`src/rtl/qspi_pair_interleave.sv`:
```
module qspi_pair_interleave #(
  parameter int DEV_AW = 24
) (
  input  logic              clk,
  input  logic              rst_n,
  input  logic              dual_i,
  input  logic              sess_i,
  input  logic              req_valid,
  output logic              req_ready,
  input  logic [2:0]        req_kind,
  input  logic [7:0]        req_byte,
  input  logic [DEV_AW:0]   req_addr,
  output logic              cs_lo_n,
  output logic              cs_hi_n,
  output logic              clk_en_lo,
  output logic              clk_en_hi,
  output logic              oe_lo,
  output logic              oe_hi,
  output logic [3:0]        io_lo_o,
  output logic [3:0]        io_hi_o,
  input  logic [3:0]        io_lo_i,
  input  logic [3:0]        io_hi_i,
  output logic              rd_valid,
  output logic [7:0]        rd_byte
);
  localparam int NIB = DEV_AW / 4;
  localparam int CW  = $clog2(NIB + 1);
  localparam logic [2:0] K_CMD = 3'd0, K_ADDR = 3'd1, K_WR = 3'd2, K_RD = 3'd3, K_STAT = 3'd4;

  logic              busy;
  logic [2:0]        kind;
  logic [CW-1:0]     left;
  logic [DEV_AW-1:0] sh;
  logic [3:0]        acc_lo, acc_hi;
  logic [7:0]        weave, merged;

  function automatic logic [CW-1:0] beats(input logic [2:0] k, input logic d);
    case (k)
      K_ADDR:     beats = CW'(NIB);
      K_WR, K_RD: beats = d ? CW'(1) : CW'(2);
      default:    beats = CW'(2);
    endcase
  endfunction

  wire take   = req_valid && !busy && (req_kind <= K_STAT);
  wire is_rd  = (kind == K_RD) || (kind == K_STAT);
  wire split  = dual_i && (kind == K_WR);
  wire [3:0] top = sh[DEV_AW-1 -: 4];
  wire [7:0] tb  = sh[DEV_AW-1 -: 8];
  wire [DEV_AW-1:0] dev_addr = dual_i ? req_addr[DEV_AW:1] : req_addr[DEV_AW-1:0];
  wire [DEV_AW-1:0] load = (req_kind == K_ADDR) ? dev_addr : {req_byte, {(DEV_AW-8){1'b0}}};

  assign req_ready = !busy;
  assign cs_lo_n   = !sess_i;
  assign cs_hi_n   = !(sess_i && dual_i);
  assign clk_en_lo = busy;
  assign clk_en_hi = busy && dual_i;
  assign oe_lo     = busy && !is_rd;
  assign oe_hi     = oe_lo && dual_i;
  assign io_lo_o   = !oe_lo ? 4'h0 : split ? {tb[6], tb[4], tb[2], tb[0]} : top;
  assign io_hi_o   = !oe_hi ? 4'h0 : split ? {tb[7], tb[5], tb[3], tb[1]} : top;

  for (genvar i = 0; i < 4; i++) begin : g_weave
    assign weave[2*i]   = io_lo_i[i];
    assign weave[2*i+1] = io_hi_i[i];
  end

  wire [7:0] byte_lo = {acc_lo, io_lo_i};
  wire [7:0] byte_hi = {acc_hi, io_hi_i};
  assign merged = (kind == K_STAT) ? (dual_i ? (byte_lo | byte_hi) : byte_lo)
                                   : (dual_i ? weave : byte_lo);

  always_ff @(posedge clk or negedge rst_n) begin
    if (!rst_n) begin
      busy     <= 1'b0;
      kind     <= K_CMD;
      left     <= '0;
      sh       <= '0;
      acc_lo   <= '0;
      acc_hi   <= '0;
      rd_valid <= 1'b0;
      rd_byte  <= '0;
    end else begin
      rd_valid <= 1'b0;
      if (busy) begin
        sh     <= sh << 4;
        left   <= left - CW'(1);
        acc_lo <= io_lo_i;
        acc_hi <= io_hi_i;
        if (left == CW'(1)) begin
          busy <= 1'b0;
          if (is_rd) begin
            rd_valid <= 1'b1;
            rd_byte  <= merged;
          end
        end
      end else if (take) begin
        busy <= 1'b1;
        kind <= req_kind;
        left <= beats(req_kind, dual_i);
        sh   <= load;
      end
    end
  end
endmodule


```
`config.mk`:
```
export PLATFORM = sky130hd
export DESIGN_NAME = qspi_pair_interleave
export DESIGN_NICKNAME = d
export VERILOG_FILES = /design/src/rtl/qspi_pair_interleave.sv
export SDC_FILE = /design/constraint.sdc
export NUM_CORES = 1
export LEC_CHECK = 0
export ABC_AREA = 0
export BUFFER_PORTS_ARGS = -buffer_cell sky130_fd_sc_hd__clkbuf_2
export CAP_MARGIN = 20
export CORE_MARGIN = 3
export CORE_UTILIZATION = 47
export DETAILED_ROUTE_END_ITERATION = 6
export PLACE_DENSITY = 0.87
export SLEW_MARGIN = 30
export SYNTH_ARGS = -nofsm -noshare
export SYNTH_HDL_FRONTEND = slang
export SYNTH_SLANG_ARGS = --single-unit
```
`constraint.sdc`:
```
create_clock -name clk -period 1.4 [get_ports clk]
set_input_delay 0.14 -clock clk [delete_from_list [all_inputs] [get_ports clk]]
set_output_delay 0.14 -clock clk [all_outputs]
set_load 0.02 [all_outputs]
```
==> results.yml, run 1 <==
critical_path:
  criticalPathCategory: "flop to primary output"
  critical_path.max_stage_delay_ps: 460
  worst_setup_path_end_kind: "primary output"
  worstPathCellList: "nor4bb_2 -> buf_4 -> nand2_1 -> a21oi_2 -> clkbuf_8"
  crit-reg2reg-capture: "rd_byte[3]$_DFFE_PN0P_"
  worst-path-stages: 5
  worst_setup_path_endpoint: "io_lo_o[0]"
  timing.critical_path.arrival_ps: 1670
  crit_path_start: "kind[2]$_DFFE_PN0P_"
  reg2reg_setup_slack_ps: -300
  critical_r2r_launch: "kind[0]$_DFFE_PN0P_"
  category_of_cells_accounting_for_the_largest_share_of_critical_path_delay: "flip-flops"
  cell_depth_of_the_worst_flop_to_flop_path: 7
  cell_at_the_slowest_stage_of_the_critical_path: "sky130_fd_sc_hd__dfrtp_1"
  crit_path_start_kind: "flop"
  worstPathRequired_ps: 1260
  worst_path_buf_inv: 2
  critical_path_peak_fanout: 7
power_and_ir_drop:
  internal_power_mw: 4.62
  irDropWorstVdd_mv: 1.22
  static-leakage-power_nw: 1.82
  p_clk_frac: 0.160
  p_sw_mw: 2.98
  switching_share: 0.392
  p_per_area_nw_per_um2: 1990
  combPwrFrac: 0.517
  finalPower_mw: 7.60
  power_frac_seq: 0.323
clocking:
  clockRootBuffer: "sky130_fd_sc_hd__clkbuf_8"
  clk_latency_ps: 310
  htreeDepth: 2
  numCtsBuffers: 5
  clock_sink_total: 48
  clk_path_buf_depth: 2
  clk_pin_slew_ps: 90
  tritoncts: "done"
sta:
  timing_hold_violations_final: 0
  timing.slew.headroom: 0.722
  timing.fmax_ghz: 0.552
  fin_worst_skew_ps: 10.7
  final_min_period_over_clock_period: 1.29
  finish_stage_setup_viols: 26
  setup_ws_ps: -411
  slew_violations: 0
  unrepaired_setup_endpoints_after_global_routing: "true"
  post-route-min-period_ps: 1810
  tightest_slew_ps: 418
synth:
  synthDistinctLibCells: 35
  synth.yosys.seq_area_share: 0.453
  asyncSetResetFlopFracSynth: 1.00
  synthesis.area_per_instance_um2: 9.48
  synth_edf_count: 0
  synth_area_leaders: "sky130_fd_sc_hd__dfrtp_1 (45%), sky130_fd_sc_hd__mux2_2 (7.2%), sky130_fd_sc_hd__nand2_1 (6.5%)"
  synth_cells: 280
  synth.ff_latch_count: 48
  synth_flop_cell: "sky130_fd_sc_hd__dfrtp_1"
  synth_largest_type_area_fraction: 0.453
  cell_area_after_technology_mapping_um2: 2650
  yosysWarnings: 0
  mappedNetlistNets: 331
  synth.largest_area_cell: "sky130_fd_sc_hd__dfrtp_1"
placement:
  placer_s_final_routability_congestion_estimate: 0.837
  number_of_i_o_port_buffers: 72
  detailedPlacementHpwl_mm: 4.60
  post-place-cells: 420
  postPlaceCellArea_um2: 3270
grt:
  antenna_violations_before_repair: 0
  grt_max_degree: 49
  track_usage: 0.226
  grt_pass1_wl_mm: 11.5
  grt_pass1_vias: 2414
  globalRouteOverflowTotal: 0
die:
  die-height_um: 81.1
  placeableCoreArea_um2: 5270
  floorplan.die.width_um: 81.1
  fp-row-count: 26
  num_io_pins: 73
  overall_die_area_um2: 6580
  start_util: 0.504
final_layout:
  final_net_count: 428
  fillerInstances: 346
  antennaDiodeCount: 0
  design_area_um2: 3810
  layout-area-overhead-vs-synth_pct: 43.7
  fin_cells: 448
  area_used_by_multi_input_combinational_logic_um2: 1500
  utilization: 0.724
  post_route_cells_drive_above_1_share: 0.452
  regArea_um2: 1200
worst_hold_path:
  hold_path_class: "input port to flop"
drt:
  first_iter_violations: 204
  drtPass1Iterations: 6
  routed_via_density: 5.83
  detailroute.via_count: 2613
  drc: 0
  post_drt_wl_per_cell_um: 18.2
  drt_wl_total_mm: 8.14
  ant_nets: 0
status:
  status: "complete, but fails checks"
  violations: "setup timing"
flow_run:
  maxCapViolCount: 0
==> metrics by stage <==
step / TNS [ps] / setup WS (ps) / hold WS [ps]
after floorplan: 0 / 11.8 / -156
after detailed placement: -619 / -111 / 150
after CTS: -3330 / -370 / 88.9
after global routing: -7110 / -455 / 91.6
after global placement: -125 / -22.4 / 145
final: -5890 / -411 / 98.5
==> synth_stat cells, types with 3 or more instances <==
library cell	number
sky130_fd_sc_hd__mux2i_1	16
sky130_fd_sc_hd__a21o_1	3
sky130_fd_sc_hd__nand2_1	46
sky130_fd_sc_hd__buf_2	12
sky130_fd_sc_hd__a221o_1	8
sky130_fd_sc_hd__nor2_1	22
sky130_fd_sc_hd__a31oi_1	13
sky130_fd_sc_hd__a211oi_1	8
sky130_fd_sc_hd__nand3_1	14
sky130_fd_sc_hd__dfrtp_1	48
sky130_fd_sc_hd__inv_1	11
sky130_fd_sc_hd__a21oi_1	12
sky130_fd_sc_hd__o22ai_1	4
sky130_fd_sc_hd__clkbuf_1	3
sky130_fd_sc_hd__buf_4	3
sky130_fd_sc_hd__mux2_1	4
sky130_fd_sc_hd__mux2_2	17
sky130_fd_sc_hd__o21ai_1	12
sky130_fd_sc_hd__a21boi_0	4
==> area by class of cell <==
cell class,count,share of cell area
Tap cell,70,0.0230
Clock buffer,5,0.0180
Inverter,12,0.0131
Timing Repair Buffer,107,0.218
Multi-Input combinational cell,203,0.394
Sequential cell,48,0.316
Clock inverter,3,0.0180
==> state kept, by name, summed over array words and instances (netlist names) <==
name and flops:
kind 3, left 3, clk_en_lo 1, rd_valid 1, sh 24, rd_byte 8, acc_hi 4, acc_lo 4
==> worst register-to-register path: stages (launching register included) <==
cell,delay [ps]
sky130_fd_sc_hd__dfrtp_2,450
sky130_fd_sc_hd__buf_4,160
sky130_fd_sc_hd__nor3b_4,270
sky130_fd_sc_hd__buf_4,170
sky130_fd_sc_hd__buf_6,130
sky130_fd_sc_hd__a21boi_0,100
sky130_fd_sc_hd__o22ai_1,210
sky130_fd_sc_hd__o21ai_1,100
==> placed cells by master (no fill, tap or decap), drive strengths merged, types with 2 or more instances in the layout <==
cell type  synthesis  layout
a31oi             13      13
ha                 2       2
dfrtp             48      48
nand2             46      47
a211oi             8       8
buf               16      42
o22ai              4       4
and2               2       2
nor2              22      22
inv               11      12
a21oi             12      12
o21ai             15      16
clkbuf             3      68
a21o               3       3
a221o              8       8
a21boi             4       4
bufinv             0       2
and3b              2       2
mux2i             16      16
nand3             14      14
nor3b              2       2
mux2              21      21
==> power by group through the flow <==
| stage | sequential [mW] | clock (mW) | combinational [mW] |
|---|---|---|---|
| 2_1_floorplan | 2.46 | 0 | 1.85 |
| 3_3_place_gp | 2.38 | 0 | 2.74 |
| 3_5_place_dp | 2.42 | 0 | 2.84 |
| 4_1_cts | 2.40 | 1.22 | 3.44 |
| 5_1_grt | 2.51 | 1.28 | 4.23 |
| 6_report | 2.45 | 1.22 | 3.93 |
==> logic make-up after synthesis <==
family | after synthesis | synth area share
flip-flops | 48 | 0.453
adder cells (fa/ha/maj) | 2 | 0.00943
AO/OA/AOI/OAI | 68 | 0.170
multiplexers | 37 | 0.149
XOR/XNOR | 1 | 0.00330
AND/OR/NAND/NOR | 93 | 0.162
buffers and inverters | 31 | 0.0537
==> routing by layer <==
| metal | GRT usage | up-vias | part of all wire |
|---|---|---|---|
| met1 | 0.286 | 1246 | 0.38 |
| met2 | 0.382 | 146 | 0.52 |
| met4 | 0.0845 | 0 | 0.027 |
| li1 | - | 1193 | - |
| met3 | 0.0432 | 28 | 0.072 |
| met5 | 0 | - | 0 |
==> worst min-delay path by stage <==
stage / from / to / cells after the start
5_1_grt: io_hi_i[3] / acc_hi[3]$_DFFE_PN0P_ / 2
4_1_cts: io_hi_i[3] / acc_hi[3]$_DFFE_PN0P_ / 2
2_1_floorplan: rst_n / acc_hi[0]$_DFFE_PN0P_ / 0
6_report: io_hi_i[3] / acc_hi[3]$_DFFE_PN0P_ / 2
3_3_place_gp: rst_n / rd_valid$_DFF_PN0_ / 2
3_5_place_dp: rst_n / rd_byte[1]$_DFFE_PN0P_ / 2
==> what timing repair did <==
action	4_1_cts	5_1_grt
pin swaps	6	19
setup buffers	9	10
endpoints found under the setup margin	17	29
hold buffers	1	0
hold endpoints to repair	48	0
gates cloned	1	2
resized for setup	35	39
(Power assumes the default switching activity.)
==> run 2: changes to the inputs <==
--- a/config.mk
+++ b/config.mk
@@ -11,6 +11,7 @@
 export CORE_MARGIN = 3
 export CORE_UTILIZATION = 47
 export DETAILED_ROUTE_END_ITERATION = 6
+export HOLD_SLACK_MARGIN = 0.15
 export PLACE_DENSITY = 0.87
 export SLEW_MARGIN = 30
 export SYNTH_ARGS = -nofsm -noshare
==> results.yml, run 2 (synthesized netlist as in run 1, its figures left out) <==
critical_path:
  reg2reg_setup_slack_ps: -280
  cell_depth_of_the_worst_flop_to_flop_path: 8
  worstPathCellList: "nor4bb_2 -> buf_4 -> nand2_1 -> a21oi_2 -> clkbuf_8"
  criticalPathCategory: "flop to primary output"
  crit-reg2reg-capture: "rd_byte[0]$_DFFE_PN0P_"
  cell_at_the_slowest_stage_of_the_critical_path: "sky130_fd_sc_hd__dfrtp_2"
  critical_r2r_launch: "kind[0]$_DFFE_PN0P_"
  critical_path_peak_fanout: 7
  critical_path.max_stage_delay_ps: 450
  worst_setup_path_endpoint: "io_lo_o[0]"
  timing.critical_path.arrival_ps: 1720
  worstPathRequired_ps: 1260
  crit_path_start: "kind[0]$_DFFE_PN0P_"
  crit_path_start_kind: "flop"
  worst_setup_path_end_kind: "primary output"
sta:
  holdWs_ps: 132
  finish_stage_setup_viols: 20
  timing.fmax_ghz: 0.539
  post-route-min-period_ps: 1860
  timing_hold_violations_final: 0
  slew_violations: 0
  timing.slew.headroom: 0.751
  unrepaired_setup_endpoints_after_global_routing: "true"
  tns_ps: -6070
  tightest_slew_ps: 373
  setup_ws_ps: -457
  final_min_period_over_clock_period: 1.33
  fin_worst_skew_ps: 11.5
grt:
  grt_pass1_wl_mm: 12.4
  track_usage: 0.245
  grt_max_degree: 49
  grt_pass1_vias: 2580
  antenna_violations_before_repair: 0
  globalRouteOverflowTotal: 0
drt:
  drc: 0
  first_iter_violations: 222
  drt_wl_total_mm: 8.34
  detailroute.via_count: 2699
  drtPass1Iterations: 5
  ant_nets: 0
  post_drt_wl_per_cell_um: 18.1
  routed_via_density: 5.85
die:
  placeableCoreArea_um2: 5270
  num_io_pins: 73
  fp-row-count: 26
  overall_die_area_um2: 6580
  floorplan.die.width_um: 81.1
  start_util: 0.504
  die-height_um: 81.1
clocking:
  clk_pin_slew_ps: 90
  htreeDepth: 2
  clockRootBuffer: "sky130_fd_sc_hd__clkbuf_8"
  numCtsBuffers: 5
  clk_path_buf_depth: 2
  tritoncts: "done"
  clk_latency_ps: 310
  clock_sink_total: 48
power_and_ir_drop:
  static-leakage-power_nw: 1.86
  p_sw_mw: 2.97
  p_per_area_nw_per_um2: 1920
  combPwrFrac: 0.512
  p_clk_frac: 0.161
  power_frac_seq: 0.327
  internal_power_mw: 4.59
  irDropWorstVdd_mv: 1.08
  switching_share: 0.393
final_layout:
  regMostFlops: "sh"
  flip_flop_count_of_the_largest_register_all_copies_and_words_added: 24
  antennaDiodeCount: 0
  layout.cells.most_common_list: "sky130_fd_sc_hd__clkbuf_2 (59), sky130_fd_sc_hd__dfrtp_1 (44), sky130_fd_sc_hd__nand2_1 (36)"
  largest_registers: "sh: 24 flops, rd_byte: 8 flops"
  regArea_um2: 1210
  layout-area-overhead-vs-synth_pct: 48.4
  fillerInstances: 325
  final_common_cell: "sky130_fd_sc_hd__clkbuf_2"
  area_used_by_multi_input_combinational_logic_um2: 1480
  post_route_cells_drive_above_1_share: 0.432
  final_net_count: 441
worst_hold_path:
  hold_path_class: "input port to flop"
placement:
  number_of_i_o_port_buffers: 72
  detailedPlacementHpwl_mm: 4.60
  placer_s_final_routability_congestion_estimate: 0.837
  placement.setup.worst_slack_ps: -111
status:
  status: "complete, but fails checks"
  violations: "setup timing"
flow_run:
  maxCapViolCount: 0
-- run 2: worst max-delay path: cells and delay by family, from the launching register on --
kind,cells,cell delay [ps]
simple gates,2,410
buf+inv,2,380
compound gates,1,160
flops,1,450
-- run 2: area by class of cell --
cell class | count | share of cell area
sequential | 48 | 0.306
clock buffer | 5 | 0.0175
inverter | 12 | 0.0127
timing repair buffer | 121 | 0.248
clock inverter | 3 | 0.0175
tap | 70 | 0.0222
multi-input combinational | 202 | 0.376
-- run 2: worst min-delay path by stage --
stage,slack (ps),to,startpoint,cells past startpoint
floorplan,-160,acc_hi[0]$_DFFE_PN0P_,rst_n,0
global placement,140,rd_valid$_DFF_PN0_,rst_n,2
detailed placement,150,rd_byte[1]$_DFFE_PN0P_,rst_n,2
CTS,220,left[0]$_DFFE_PN0P_,req_kind[1],3
global route,220,sh[3]$_DFFE_PN0P_,req_addr[4],3
finish,130,sh[3]$_DFFE_PN0P_,req_addr[4],3
-- run 2: metrics by stage --
step	total power [mW]	util	area (um2)	cells
4_1_cts	7.11	0.727	3830	457
3_3_place_gp	5.12	0.620	3270	420
6_report	7.56	0.747	3940	461
2_1_floorplan	4.31	-	2720	280
5_1_grt	7.95	0.747	3940	461
3_5_place_dp	5.27	0.620	3270	420
-- run 2: routing by layer --
layer | part of all wire | GRT usage
met1 | 0.39 | 0.296
met2 | 0.51 | 0.428
met3 | 0.066 | 0.0521
met4 | 0.033 | 0.0946
met5 | 0 | 0
-- run 2: timing repair --
item | in CTS | in global routing
pin swaps | 6 | 14
hold endpoints to repair | 70 | 0
cloned | 1 | 1
hold buffers | 19 | 0
buffers inserted | 9 | 6
setup endpoints to repair | 17 | 32
resized for setup | 35 | 35
-- run 2: power groups by stage --
| stage | Sequential, mW | Combinational, mW | Clock [mW] |
|---|---|---|---|
| floorplan | 2.46 | 1.85 | 0 |
| global placement | 2.38 | 2.74 | 0 |
| global route | 2.52 | 4.16 | 1.28 |
| finish | 2.47 | 3.87 | 1.22 |
| detailed placement | 2.42 | 2.84 | 0 |
| CTS | 2.40 | 3.49 | 1.22 |
